### config.mk
export PLATFORM = sky130hd
export DESIGN_NAME = secded_guard
export DESIGN_NICKNAME = d
export VERILOG_FILES = /design/src/rtl/secded_pkg.sv /design/src/rtl/secded_rst_sync.sv /design/src/rtl/secded_enc.sv /design/src/rtl/secded_dec.sv /design/src/rtl/secded_log.sv /design/src/rtl/secded_guard.sv
export SDC_FILE = /design/constraint.sdc
export NUM_CORES = 1
export LEC_CHECK = 0
export BUFFER_PORTS_ARGS = -buffer_cell sky130_fd_sc_hd__buf_2
export CORE_MARGIN = 1.5
export CORE_UTILIZATION = 35
export CTS_BUF_LIST = sky130_fd_sc_hd__clkbuf_2 sky130_fd_sc_hd__clkbuf_4 sky130_fd_sc_hd__clkbuf_8
export CTS_CLUSTER_DIAMETER = 100
export DETAILED_ROUTE_END_ITERATION = 7
export HOLD_SLACK_MARGIN = 0.03
export PLACE_DENSITY = 0.62
export SYNTH_ARGS = -nofsm -noshare
export SYNTH_HDL_FRONTEND = slang
export SYNTH_SLANG_ARGS = --single-unit
export TNS_END_PERCENT = 30
### constraint.sdc
create_clock -name clk -period 5.3 [get_ports clk]
set_input_delay 0.265 -clock clk [delete_from_list [all_inputs] [get_ports clk]]
set_output_delay 0.265 -clock clk [all_outputs]
set_load 0.03 [all_outputs]
### src/rtl/secded_pkg.sv
package secded_pkg;

  // Geometry of the SECDED code applied to the zero-extended word.
  localparam int unsigned EXT_W = 64;
  localparam int unsigned HAM_W = 7;
  localparam int unsigned CHK_W = HAM_W + 1;
  localparam int unsigned POS_LIMIT = 1 << HAM_W;

  typedef enum logic [1:0] {
    ERR_NONE   = 2'b00,
    ERR_CORR   = 2'b01,
    ERR_UNCORR = 2'b10
  } err_kind_e;

  // Code position of extended data bit idx: the idx-th non power of two from 3.
  function automatic int unsigned data_pos(int unsigned idx);
    int unsigned seen;
    int unsigned found;
    seen  = 0;
    found = 0;
    for (int unsigned p = 3; p < POS_LIMIT; p++) begin
      if ((p & (p - 1)) != 0) begin
        if (seen == idx) found = p;
        seen++;
      end
    end
    return found;
  endfunction

  // Data bits that feed Hamming check bit k.
  function automatic logic [EXT_W-1:0] ham_mask(int unsigned k);
    logic [EXT_W-1:0] m;
    m = '0;
    for (int unsigned i = 0; i < EXT_W; i++) begin
      m[i] = ((data_pos(i) >> k) & 1) != 0;
    end
    return m;
  endfunction

endpackage

### src/rtl/secded_rst_sync.sv
module secded_rst_sync (
  input  logic clk,
  input  logic arst_n,
  output logic srst_n
);

  logic [1:0] stage_q;
  logic [1:0] stage_d;

  always_comb begin
    stage_d = {stage_q[0], 1'b1};
  end

  always_ff @(posedge clk or negedge arst_n) begin
    if (!arst_n) begin
      stage_q <= '0;
    end else begin
      stage_q <= stage_d;
    end
  end

  assign srst_n = stage_q[1];

endmodule

### src/rtl/secded_enc.sv
module secded_enc
  import secded_pkg::*;
#(
  parameter int unsigned DATA_W = 32
) (
  input  logic [DATA_W-1:0] data_i,
  output logic [CHK_W-1:0]  chk_o
);

  logic [EXT_W-1:0] ext;
  logic [HAM_W-1:0] ham;

  always_comb begin
    ext = '0;
    ext[DATA_W-1:0] = data_i;
  end

  for (genvar k = 0; k < HAM_W; k++) begin : g_ham
    localparam logic [EXT_W-1:0] MASK = ham_mask(k);
    assign ham[k] = ^(ext & MASK);
  end

  assign chk_o = {^{ext, ham}, ham};

endmodule

### src/rtl/secded_dec.sv
module secded_dec
  import secded_pkg::*;
#(
  parameter int unsigned DATA_W = 32
) (
  input  logic [DATA_W-1:0] rx_data,
  input  logic [CHK_W-1:0]  rx_chk,
  output logic [DATA_W-1:0] cor_data,
  output logic [CHK_W-1:0]  syndrome,
  output logic              err_corr,
  output logic              err_uncorr
);

  logic [CHK_W-1:0]  recalc;
  logic [HAM_W-1:0]  s_ham;
  logic              s_par;
  logic [DATA_W-1:0] data_hit;
  logic [HAM_W-1:0]  chk_hit;
  logic              located;

  secded_enc #(.DATA_W(DATA_W)) u_recalc (
    .data_i (rx_data),
    .chk_o  (recalc)
  );

  assign s_ham    = recalc[HAM_W-1:0] ^ rx_chk[HAM_W-1:0];
  assign s_par    = ^{rx_data, rx_chk};
  assign syndrome = {s_par, s_ham};

  for (genvar i = 0; i < DATA_W; i++) begin : g_dhit
    localparam logic [HAM_W-1:0] POS = HAM_W'(data_pos(i));
    assign data_hit[i] = (s_ham == POS);
  end

  for (genvar k = 0; k < HAM_W; k++) begin : g_chit
    localparam logic [HAM_W-1:0] CPOS = HAM_W'(1 << k);
    assign chk_hit[k] = (s_ham == CPOS);
  end

  always_comb begin
    located    = (s_ham == '0) | (|chk_hit) | (|data_hit);
    err_corr   = s_par & located;
    err_uncorr = (syndrome != '0) & ~err_corr;
    cor_data   = rx_data ^ (data_hit & {DATA_W{err_corr}});
  end

endmodule

### src/rtl/secded_log.sv
module secded_log
  import secded_pkg::*;
#(
  parameter int unsigned ADDR_W = 32,
  parameter int unsigned SLOTS  = 2,
  parameter int unsigned SEL_W  = 1
) (
  input  logic              clk,
  input  logic              rst_n,
  input  logic              ev_valid,
  input  logic              ev_corr,
  input  logic              ev_uncorr,
  input  logic [CHK_W-1:0]  ev_syn,
  input  logic [ADDR_W-1:0] ev_addr,
  input  logic              report_en,
  input  logic              clr_en,
  input  logic [SEL_W-1:0]  clr_sel,
  input  logic [SEL_W-1:0]  rd_sel,
  output logic [1:0]        rd_kind,
  output logic [CHK_W-1:0]  rd_syn,
  output logic [ADDR_W-1:0] rd_addr
);

  err_kind_e         kind_q [SLOTS];
  err_kind_e         kind_d [SLOTS];
  logic [CHK_W-1:0]  syn_q  [SLOTS];
  logic [CHK_W-1:0]  syn_d  [SLOTS];
  logic [ADDR_W-1:0] addr_q [SLOTS];
  logic [ADDR_W-1:0] addr_d [SLOTS];
  logic [SLOTS-1:0]  occ;
  logic [SLOTS-1:0]  clr_hit;
  logic [SLOTS-1:0]  free_eff;
  logic [SLOTS-1:0]  cap_hit;
  logic [SLOTS-1:0]  slot_we;
  logic              cap_req;
  logic              ev_err;

  // Next-state: clear first, then place a reported error in the first free slot.
  always_comb begin
    logic placed;
    ev_err  = ev_valid & (ev_corr | ev_uncorr);
    cap_req = ev_err & report_en;
    placed  = 1'b0;
    cap_hit = '0;
    for (int s = 0; s < SLOTS; s++) begin
      occ[s]      = (kind_q[s] != ERR_NONE);
      clr_hit[s]  = clr_en && (clr_sel == SEL_W'(s));
      free_eff[s] = !occ[s] || clr_hit[s];
      if (!placed && free_eff[s]) begin
        cap_hit[s] = cap_req;
        placed     = 1'b1;
      end
    end
    for (int s = 0; s < SLOTS; s++) begin
      kind_d[s] = kind_q[s];
      syn_d[s]  = syn_q[s];
      addr_d[s] = addr_q[s];
      if (clr_hit[s]) kind_d[s] = ERR_NONE;
      if (cap_hit[s]) begin
        kind_d[s] = ev_uncorr ? ERR_UNCORR : ERR_CORR;
        syn_d[s]  = ev_syn;
        addr_d[s] = ev_addr;
      end
      slot_we[s] = clr_hit[s] | cap_hit[s];
    end
  end

  for (genvar s = 0; s < SLOTS; s++) begin : g_slot
    always_ff @(posedge clk or negedge rst_n) begin
      if (!rst_n) begin
        kind_q[s] <= ERR_NONE;
        syn_q[s]  <= '0;
        addr_q[s] <= '0;
      end else if (slot_we[s]) begin
        kind_q[s] <= kind_d[s];
        syn_q[s]  <= syn_d[s];
        addr_q[s] <= addr_d[s];
      end
    end


    slot_hold_chk: assert property (@(posedge clk) disable iff (!rst_n)
      (occ[s] && !clr_hit[s]) |=> ($stable(kind_q[s]) && $stable(addr_q[s]) && $stable(syn_q[s])));


    no_capture_when_off_chk: assert property (@(posedge clk) disable iff (!rst_n)
      (!report_en && !occ[s]) |=> !occ[s]);


    clear_empties_chk: assert property (@(posedge clk) disable iff (!rst_n)
      (clr_hit[s] && !ev_err) |=> !occ[s]);

    if (s > 0) begin : g_order

      fill_order_chk: assert property (@(posedge clk) disable iff (!rst_n)
        $rose(occ[s]) |-> $past(occ[s-1]));
    end
  end

  always_comb begin
    rd_kind = ERR_NONE;
    rd_syn  = '0;
    rd_addr = '0;
    for (int s = 0; s < SLOTS; s++) begin
      if (rd_sel == SEL_W'(s)) begin
        rd_kind = kind_q[s];
        rd_syn  = syn_q[s];
        rd_addr = addr_q[s];
      end
    end
  end

endmodule

### src/rtl/secded_guard.sv
module secded_guard
  import secded_pkg::*;
#(
  parameter int unsigned DATA_W    = 32,
  parameter int unsigned ADDR_W    = 32,
  parameter int unsigned LOG_SLOTS = 2,
  localparam int unsigned SEL_W    = (LOG_SLOTS > 1) ? $clog2(LOG_SLOTS) : 1
) (
  input  logic              clk,
  input  logic              rst_n,
  input  logic [DATA_W-1:0] wr_data,
  output logic [CHK_W-1:0]  wr_chk,
  input  logic              rd_valid,
  input  logic [ADDR_W-1:0] rd_addr,
  input  logic [DATA_W-1:0] rd_data,
  input  logic [CHK_W-1:0]  rd_chk,
  input  logic              report_en,
  output logic              rsp_valid,
  output logic [DATA_W-1:0] rsp_data,
  output logic [CHK_W-1:0]  rsp_syndrome,
  output logic              rsp_corr,
  output logic              rsp_uncorr,
  input  logic [SEL_W-1:0]  log_sel,
  input  logic              clr_en,
  input  logic [SEL_W-1:0]  clr_sel,
  output logic [1:0]        log_kind,
  output logic [CHK_W-1:0]  log_syn,
  output logic [ADDR_W-1:0] log_addr
);

  logic              srst_n;
  logic [DATA_W-1:0] dec_data;
  logic [CHK_W-1:0]  dec_syn;
  logic              dec_corr;
  logic              dec_uncorr;

  logic              valid_q, valid_d;
  logic [DATA_W-1:0] data_q, data_d;
  logic [CHK_W-1:0]  syn_q, syn_d;
  logic              corr_q, corr_d;
  logic              unc_q, unc_d;

  secded_rst_sync u_rst (
    .clk    (clk),
    .arst_n (rst_n),
    .srst_n (srst_n)
  );

  secded_enc #(.DATA_W(DATA_W)) u_wr_enc (
    .data_i (wr_data),
    .chk_o  (wr_chk)
  );

  secded_dec #(.DATA_W(DATA_W)) u_rd_dec (
    .rx_data    (rd_data),
    .rx_chk     (rd_chk),
    .cor_data   (dec_data),
    .syndrome   (dec_syn),
    .err_corr   (dec_corr),
    .err_uncorr (dec_uncorr)
  );

  secded_log #(
    .ADDR_W (ADDR_W),
    .SLOTS  (LOG_SLOTS),
    .SEL_W  (SEL_W)
  ) u_log (
    .clk       (clk),
    .rst_n     (srst_n),
    .ev_valid  (rd_valid),
    .ev_corr   (dec_corr),
    .ev_uncorr (dec_uncorr),
    .ev_syn    (dec_syn),
    .ev_addr   (rd_addr),
    .report_en (report_en),
    .clr_en    (clr_en),
    .clr_sel   (clr_sel),
    .rd_sel    (log_sel),
    .rd_kind   (log_kind),
    .rd_syn    (log_syn),
    .rd_addr   (log_addr)
  );

  always_comb begin
    valid_d = rd_valid;
    data_d  = rd_valid ? dec_data : data_q;
    syn_d   = rd_valid ? dec_syn : syn_q;
    corr_d  = rd_valid & dec_corr;
    unc_d   = rd_valid & dec_uncorr;
  end

  always_ff @(posedge clk or negedge srst_n) begin
    if (!srst_n) begin
      valid_q <= 1'b0;
      data_q  <= '0;
      syn_q   <= '0;
      corr_q  <= 1'b0;
      unc_q   <= 1'b0;
    end else begin
      valid_q <= valid_d;
      data_q  <= data_d;
      syn_q   <= syn_d;
      corr_q  <= corr_d;
      unc_q   <= unc_d;
    end
  end

  assign rsp_valid    = valid_q;
  assign rsp_data     = data_q;
  assign rsp_syndrome = syn_q;
  assign rsp_corr     = corr_q;
  assign rsp_uncorr   = unc_q;


  rsp_follows_read_chk: assert property (@(posedge clk) disable iff (!srst_n)
    rd_valid |=> rsp_valid);


  rsp_single_cycle_chk: assert property (@(posedge clk) disable iff (!srst_n)
    !rd_valid |=> !rsp_valid);


  repair_one_bit_chk: assert property (@(posedge clk) disable iff (!srst_n)
    rd_valid |-> ($countones(dec_data ^ rd_data) <= 1));


  uncorr_passthru_chk: assert property (@(posedge clk) disable iff (!srst_n)
    rd_valid |=> (!rsp_uncorr || (rsp_data == $past(rd_data))));


  zero_syn_quiet_chk: assert property (@(posedge clk) disable iff (!srst_n)
    (rsp_valid && rsp_syndrome == '0) |-> (!rsp_corr && !rsp_uncorr));

endmodule

### Yosys cells after proc, flatten, opt, wreduce, memory -nomap -nowiden

Cells that the tools add are included.

* register bits after elaboration: 129
* input port bits: 111
* word-level logic and storage cells: 112

* equality and inequality tests: 39
* multiplexer cells: 11
* bitwise gates (word level): 16
* reduce and logical (&&, ||, !) cells: 34

Operators with widths (count)
* 64-bit parity: 12
* 7-bit by 5-bit == test with 1-bit output, second input constant: 16
* 71-bit parity: 1
* 7-bit by 4-bit == test with 1-bit output, second input constant: 8
* 7-bit by 6-bit == test with 1-bit output, second input constant: 7
* 40-bit parity: 1
* 32-bit AND: 1
* 32-bit 2-to-1 mux: 1
* 32-bit OR reduction: 1
* 32-bit bitwise XOR: 1
* 7-bit by 3-bit == test with 1-bit output, second input constant: 4
* 7-bit by 2-bit == test with 1-bit output, second input constant: 2
* 2-bit 2-to-1 mux: 6
* 8-bit 2-to-1 mux: 1
* 2-bit AND reduction: 4
* 2-bit nonzero test: 4
* 8-bit nonzero test: 1
* 7-bit by 1-bit == test with 1-bit output, second input constant: 1
* 7-bit == test, second input constant: 1
* 7-bit logical NOT: 1
* 7-bit OR reduction: 1
* 6-bit by 7-bit bitwise XOR with 7-bit output: 1
* 1-bit AND: 6
* 1-bit bitwise OR: 5
* 5 further kinds: 13

### Logic depth before layout (Yosys ltp)

Gate-level depths: netlist (run 1).

* depth after elaboration: 15
* mapped depth: 12
* depth with buffers taken out: 9

### Modules after synthesis

A second synthesis (run 1) with hierarchy kept.

* cell total of the unflattened synthesis: 621
* area, all modules: 8315.5 µm²

Modules (own cells, without submodules)
* secded_log: times used 1, cells each 237, area each 3761.1 µm², seq. area each 2102.0 µm²
* secded_guard: times used 1, cells each 90, area each 1767.9 µm², seq. area each 1076.0 µm²
* secded_enc: times used 2, cells each 59, area each 732.0 µm², seq. area each 0.0 µm²
* secded_dec: times used 1, cells each 173, area each 1268.7 µm², seq. area each 0.0 µm²
* secded_rst_sync: times used 1, cells each 3, area each 53.8 µm², seq. area each 50.0 µm²

### Worst setup path after synthesis (run 1)

OpenSTA, ideal clock, no wires.

* path type: input to register
* start point: input rd_data[0]
* end point: register u_log.addr_q[0] in the netlist's numbering
* arrival: 2.947 ns
* required time: 5.175 ns
* path slack: 2.228 ns
* stages on the path: 10
* path buffers: 2
* cell sequence: xnor3_2 > xnor3_1 > xor2_1 > xnor2_1 > xnor2_2 > or4_4 > nor2b_4 > buf_6 > buf_6 > mux2_4

* word-level cells in the longest chain between the ends: 15

RTL lines
* from (decl): line secded_guard.sv:15 `input logic [DATA_W-1:0] rd_data,`
* 64-bit parity: line secded_enc.sv:20 `assign ham[k] = ^(ext & MASK);`
* 6-bit by 7-bit bitwise XOR with 7-bit output: line secded_dec.sv:26 `assign s_ham = recalc[HAM_W-1:0] ^ rx_chk[HAM_W-1:0];`
* 7-bit by 1-bit == test with 1-bit output, or another cell as far along: line secded_dec.sv:37 `assign chk_hit[k] = (s_ham == CPOS);`
* 7-bit OR reduction: line secded_dec.sv:41 `located = (s_ham == '0) | (|chk_hit) | (|data_hit);`
* 1-bit bitwise OR (2 in series): line secded_dec.sv:41
* 1-bit AND: line secded_dec.sv:42 `err_corr = s_par & located;`
* 1-bit inverter: line secded_dec.sv:43 `err_uncorr = (syndrome != '0) & ~err_corr;`
* 1-bit AND: line secded_dec.sv:43
* 1-bit bitwise OR *: line secded_log.sv:41 `ev_err = ev_valid & (ev_corr | ev_uncorr);`
* 1-bit AND *: line secded_log.sv:41
* 1-bit AND *: line secded_log.sv:42 `cap_req = ev_err & report_en;`
* 1-bit 2-to-1 mux *: line secded_log.sv:49 `if (!placed && free_eff[s]) begin`
* 1-bit bitwise OR: line secded_log.sv:64 `slot_we[s] = clr_hit[s] | cap_hit[s];`
* 2-bit AND reduction (no line) *
* to (signal, indexed assignment): line secded_log.sv:77 `addr_q[s] <= addr_d[s];`
* to (decl): line secded_log.sv:28 `logic [ADDR_W-1:0] addr_q [SLOTS];`

Every way passes the cells marked *; elsewhere a longest branch is shown, timed or not.
A chain may end at the register's enable or synchronous reset.

### Worst setup path after layout (run 1)

* start point: input rd_data[10]
* end point: register u_log.addr_q[21] in the netlist's numbering

The elaborated chain is that of the path after synthesis.

==> out/metrics.cfg, run 1 <==
[status]
run_status=finished clean

[timing]
finalSetupTns_ns=0
tightest_slew_ns=1.08
finalMaxSlewViolations=0
period_share=0.645
hold_viol_final=0
fin_skew_ns=0.0114
period_needed_ns=3.42
slew_headroom=0.282
max_freq_ghz=0.293
finalWorstSetupSlack_ns=1.88
rsz0062_at_grt=no
final-setup-viol-count=0

[critical_path]
cp-startpoint=rd_data[10]
start_kind=primary input
crit_required_ns=5.62
crit_path_end_kind=flip-flop
critical_path_class=primary input to flip-flop
arrival_ns=3.74
r2r-start=u_log.kind_q[0]
critPathMaxFanout=44

[clocking]
cts_buffer_depth=2
postCtsSetupBuffers=0
root_buffer=clkbuf_8
htreeDepth=4
cts-buffers-inserted=17
clock-sinks=129
cts.clk_slew.worst_paths_ns=0.08
clkLatencyLatePin_ns=0.44
cts_tree=yes

[die]
start_util=0.355
io-pin-count=204
rows=53
core_area_mm2=0.0210
dieArea_mm2=0.0221
die_w_um=149
die_h_um=149

[synthesis]
synth.avg_cell_area_um2=10.5
synth_area_leaders=dfrtp_1 (43%), xnor2_1 (13%), mux2_2 (7.4%)
synth_top_area_cell=dfrtp_1
ys_types=42
yosysWarnings=0
synth_top_area_share=0.434
synth_edf_count=0
syn_nets=816
synth.ff_latch_count=129
synth_flop_cell=dfrtp_1
synthCells=705
async_reset_ff_frac=1.00
yosysMostFrequentCell=dfrtp_1
synthTopCellsByCount=dfrtp_1 (129), nand2_1 (128), xnor2_1 (108)
synth-seq-area-share=0.434
syn_area_mm2=0.00743

[finish]
seq_area_mm2=0.00323
syn_to_final_growth_pct=26.6
fillers=2030
n_antenna_cell=0
multi_input_area_mm2=0.00402
instances_no_fill=1216
nets=1039
design_area_mm2=0.00941
layout-drive-gt1-share=0.361

[drt]
first_iter_violations=239
ant_nets=0
met3_length_um=1490
drc=0
drt-pass1-iter-count=4
num_vias=5583
met2_length_um=8700
wl_met1_um=8870
routed_via_density=4.59
wl_per_cell_um=16.0
top_layer=met4
wl_um=19400

[hold_path]
hp-start=rd_addr[16]
hp-class=primary input to flip-flop

[placement]
gp_congestion=0.872
placed_area_mm2=0.00868
portBuffers=202
dpl.hpwl_um=14000
dp_slack_ns=1.46
dp.cells=1154

[global_routing]
grt_use_total=0.178
grt_pass1_vias=5607
antenna_found_initial=0
grt_max_degree=80
grt_pass1_wl_um=30400
gr-total-overflow=0

[pwr]
p_leak_nw=4.38
power_density_mw_per_mm2=556
total_power_mw=5.23
vdd_drop_max_mv=0.202

[flow_run]
maxCapViolCount=0

## cells in the final DEF, fill, tap and decap left out, types with 4 or more instances in the layout
cell type,synthesis,final
a21oi_1,39,39
buf_2,2,202
buf_4,1,9
clkbuf_8,0,18
dfrtp_1,129,128
dlygate4sd3_1,0,30
inv_6,0,5
mux2_2,49,49
mux2_4,33,33
nand2_1,128,128
nand2b_1,8,7
nand3_1,8,8
nor2_1,64,64
nor3_1,10,10
o21ai_0,10,10
xnor2_1,108,108
xnor2_2,4,4
xnor3_1,13,13
xor2_1,33,33
## stage by stage
stage | hold WS [ns] | utilization
after CTS | 0.0301 | 0.449
after floorplan | -0.0306 | -
after global routing | 0.0465 | 0.449
after detailed placement | 0.0559 | 0.414
after global placement | 0.0515 | 0.414
final | 0.0669 | 0.449
## cell type report
| type | count | area share |
|---|---|---|
| inverter | 2 | 0.000798 |
| clock inverter | 14 | 0.0189 |
| tap | 275 | 0.0366 |
| timing repair buffer | 241 | 0.147 |
| sequential | 129 | 0.344 |
| clock buffer | 18 | 0.0263 |
| multi-input combinational | 537 | 0.427 |
## layer usage
layer / up-vias / GRT usage
li1: 2760 / -
met1: 2616 / 0.243
met2: 182 / 0.274
met3: 25 / 0.0521
met4: 0 / 0.0559
met5: - / 0
## cell families after synthesis
kind of cell,synth area share
muxes,0.142
other,0.00101
DFF,0.434
and+or+nand+nor,0.132
xor gates and xnor gates,0.221
AOI/OAI and AO/OA,0.0441
buffers and inverters,0.0256
## worst max-delay path: stages
cell and delay, ns:
buf_2 0.13, xnor2_2 0.28, xnor3_1 0.38, xnor2_1 0.17, xnor2_2 0.64, nand2_1 0.33, or4_4 0.60, nor2b_4 0.14
buf_4 0.36, mux2_4 0.39
## worst paths after layout
check | to | slack [ns] | cells past startpoint
hold / removal | u_log.addr_q[48] | 0.07 | 3
hold reg to reg | u_log.addr_q[23] | 0.17 | 0
min in group asynchronous | u_rst.stage_q[1] | 0.12 | 2
setup / recovery | u_log.addr_q[21] | 1.88 | 10
max in group asynchronous | rsp_data[31] | 4.03 | 1
setup reg to reg | u_log.syn_q[5] | 3.05 | 5
## registers in the layout (all words and copies together) (netlist names)
register / flops
rsp_uncorr: 1
rsp_valid: 1
rsp_corr: 1
u_log.syn_q: 16
rsp_syndrome: 8
u_log.kind_q: 4
u_log.addr_q: 64
rsp_data: 32
u_rst.stage_q: 2
## power by group
part / internal, mW / switching, mW / leakage [nW]
logic: 1.07 / 1.68 / 2.63
registers: 1.37 / 0.202 / 1.54
clock network: 0.486 / 0.423 / 0.215
## timing repair
action | 4_1_cts | 5_1_grt
gates resized for setup | 0 | 0
endpoints found under the hold margin | 31 | 0
hold buffers | 30 | 0
endpoints found under the setup margin | 0 | 0
Note: power is estimated with default switching activity, not from simulation.
==> run 2: changes to the inputs <==
PLACE_DENSITY = 0.64   (was 0.62)
clock period = 3 ns   (was 5.3 ns; I/O delays follow)
==> run 2 against run 1 <==
Net effect:
- sequential power up 77%
- wire length up 4.0%
- clock power up 79%
- hold slack worse by 0.010 ns
- die area unchanged
- critical path type unchanged
- largest power group unchanged
==> out/metrics.cfg, run 2 (same netlist as run 1, synthesis figures left out) <==
[status]
run_status=finished clean

[critical_path]
reg2reg_depth=5  ; unchanged
crit_path_end_kind=flip-flop
arrival_ns=3.26  ; -0.48 ns
cpLargestDelayFamily=XOR/XNOR gates
critical_path_class=primary input to flip-flop
r2r-start=u_log.kind_q[0]
max_stage_delay_ns=0.57  ; -0.07 ns
crit_required_ns=3.32  ; -2.30 ns
start_kind=primary input
worstReg2RegEnd=u_log.syn_q[0]
worstPathCellList=dlygate4sd3_1, buf_2, xnor2_2, xnor2_1, xnor3_1, xnor2_2, xnor2_2, or4_4, nor2b_4, buf_4, mux2_4
cp.depth=11  ; +1
cp-startpoint=rd_data[20]
crit_path_top_delay_cell=or4_4
crit_path_end=u_log.syn_q[6]
critPathBufInv=3  ; +1
critPathMaxFanout=11  ; -75%
path_common_cell=xnor2_2
r2r_slack_ns=1.09  ; -1.96 ns

[finish]
layout_commonest_cell=buf_2
layout_common_cells=buf_2 (202), dfrtp_1 (128), nand2_1 (127)
n_antenna_cell=0  ; unchanged
nets=1089  ; +4.8%
syn_to_final_growth_pct=33.8
fillers=1978  ; -2.6%
seq_area_mm2=0.00323  ; unchanged
layout-drive-gt1-share=0.394  ; +0.0322
largest-register=u_log.addr_q
instances_no_fill=1266  ; +4.1%
design_area_mm2=0.00995  ; +5.7%
fin_util=0.475  ; +0.0257
multi_input_area_mm2=0.00409  ; +1.7%
largest_reg_flops=64  ; unchanged

[timing]
period_share=0.981
hold_viol_final=0  ; unchanged
slew_headroom=0.491  ; +0.209
final-setup-viol-count=0  ; unchanged
finalMaxSlewViolations=0  ; unchanged
max_freq_ghz=0.340
tightest_slew_ns=0.763  ; -0.314 ns
period_needed_ns=2.94
fin_skew_ns=0.0106  ; -0.000792 ns
whs_ns=0.0565  ; -0.0103 ns

[global_routing]
grt_pass1_vias=5934  ; +5.8%
grt_max_degree=79  ; -1.3%
grt_use_total=0.183  ; +0.00442
antenna_found_initial=0  ; unchanged
grt_pass1_wl_um=31400  ; +3.5%
gr-total-overflow=0  ; unchanged

[drt]
met2_length_um=9510  ; +9.4%
drt-pass1-iter-count=5  ; +1
ant_nets=0  ; unchanged
wl_um=20200  ; +4.0%
top_layer=met4
first_iter_violations=204  ; -15%
num_vias=5874  ; +5.2%
wl_met1_um=9130  ; +3.0%
wl_per_cell_um=15.9  ; -0.13%
routed_via_density=4.64  ; +1.1%
met3_length_um=1360  ; -8.2%
drc=0  ; unchanged

[die]
start_util=0.355  ; unchanged
die_h_um=149  ; unchanged
io-pin-count=204  ; unchanged
die_w_um=149  ; unchanged
core_area_mm2=0.0210  ; unchanged
dieArea_mm2=0.0221  ; unchanged
rows=53  ; unchanged

[flow_run]
maxCapViolCount=0  ; unchanged

[clocking]
root_buffer=clkbuf_8
clkLatencyLatePin_ns=0.44  ; about the same
cts-buffers-inserted=17  ; unchanged
cts.clk_slew.worst_paths_ns=0.08  ; about the same
htreeDepth=4  ; unchanged
cts_tree=yes
clock-sinks=129  ; unchanged
cts_buffer_depth=2  ; unchanged

[pwr]
vdd_drop_max_mv=0.392  ; +94%
p_leak_nw=4.67  ; +6.6%
power_density_mw_per_mm2=995  ; +79%

[placement]
portBuffers=202  ; unchanged
dpl.hpwl_um=15100  ; +7.9%
placed_area_mm2=0.00902  ; +3.9%
gp_congestion=0.931  ; +6.8%
dp.cells=1191  ; +3.2%

[hold_path]
hp-class=primary input to flip-flop

-- run 2: worst register-to-register path, cell delays in order (launching register included) --
cell and delay, ns:
dfrtp_1 0.40, o31ai_1 0.24, o2111ai_1 0.28, nor2b_4 0.27, buf_4 0.25, mux2_2 0.35
-- run 2: report_power, final --
part / leakage (nW) / switching (mW) / total [mW] / internal [mW]
Clock: 0.219 / 0.750 / 1.63 / 0.884
Sequential: 1.54 / 0.364 / 2.78 / 2.42
Combinational: 2.92 / 3.15 / 5.48 / 2.33
-- run 2: worst min-delay path by stage --
stage | start | end | slack, ns | cells after the start
finish | rd_data[27] | rsp_data[27] | 0.06 | 3
detailed placement | rst_n | u_rst.stage_q[1] | -0.06 | 1
CTS | rd_data[27] | rsp_data[27] | 0.03 | 3
floorplan | rst_n | u_rst.stage_q[0] | -0.15 | 0
global placement | rst_n | u_rst.stage_q[0] | -0.06 | 1
global route | rd_data[1] | rsp_data[1] | 0.04 | 3
-- run 2: layout make-up --
type                    instances  area share
repair buffers                291       0.185
clock inverters                13      0.0176
well taps                     275      0.0346
inverters                       2    0.000755
multi-input cells             537       0.411
flip-flops and latches        129       0.325
clock buffers                  19      0.0263
-- run 2: layer usage --
metal  vias up  global-route usage
met5         -                   0
met4         0              0.0391
met3        14              0.0531
met2       196               0.298
met1      2804               0.242
li1       2860                   -
-- run 2: metrics by stage --
| stage | worst slack (ns) | power, mW | TNS, ns |
|---|---|---|---|
| global placement | -0.0575 | 8.00 | -1.16 |
| detailed placement | -0.129 | 8.06 | -2.17 |
| floorplan | 0.0426 | 6.34 | 0 |
| CTS | 0.0376 | 9.79 | 0 |
| global route | -0.00982 | 10.5 | -0.0268 |
| finish | 0.0563 | 9.90 | 0 |
-- run 2: repair_timing --
item,CTS,global route
endpoints found under the hold margin,71,0
setup endpoints to repair,0,52
gates resized for setup,0,11
setup buffers,0,4
hold buffers,39,0
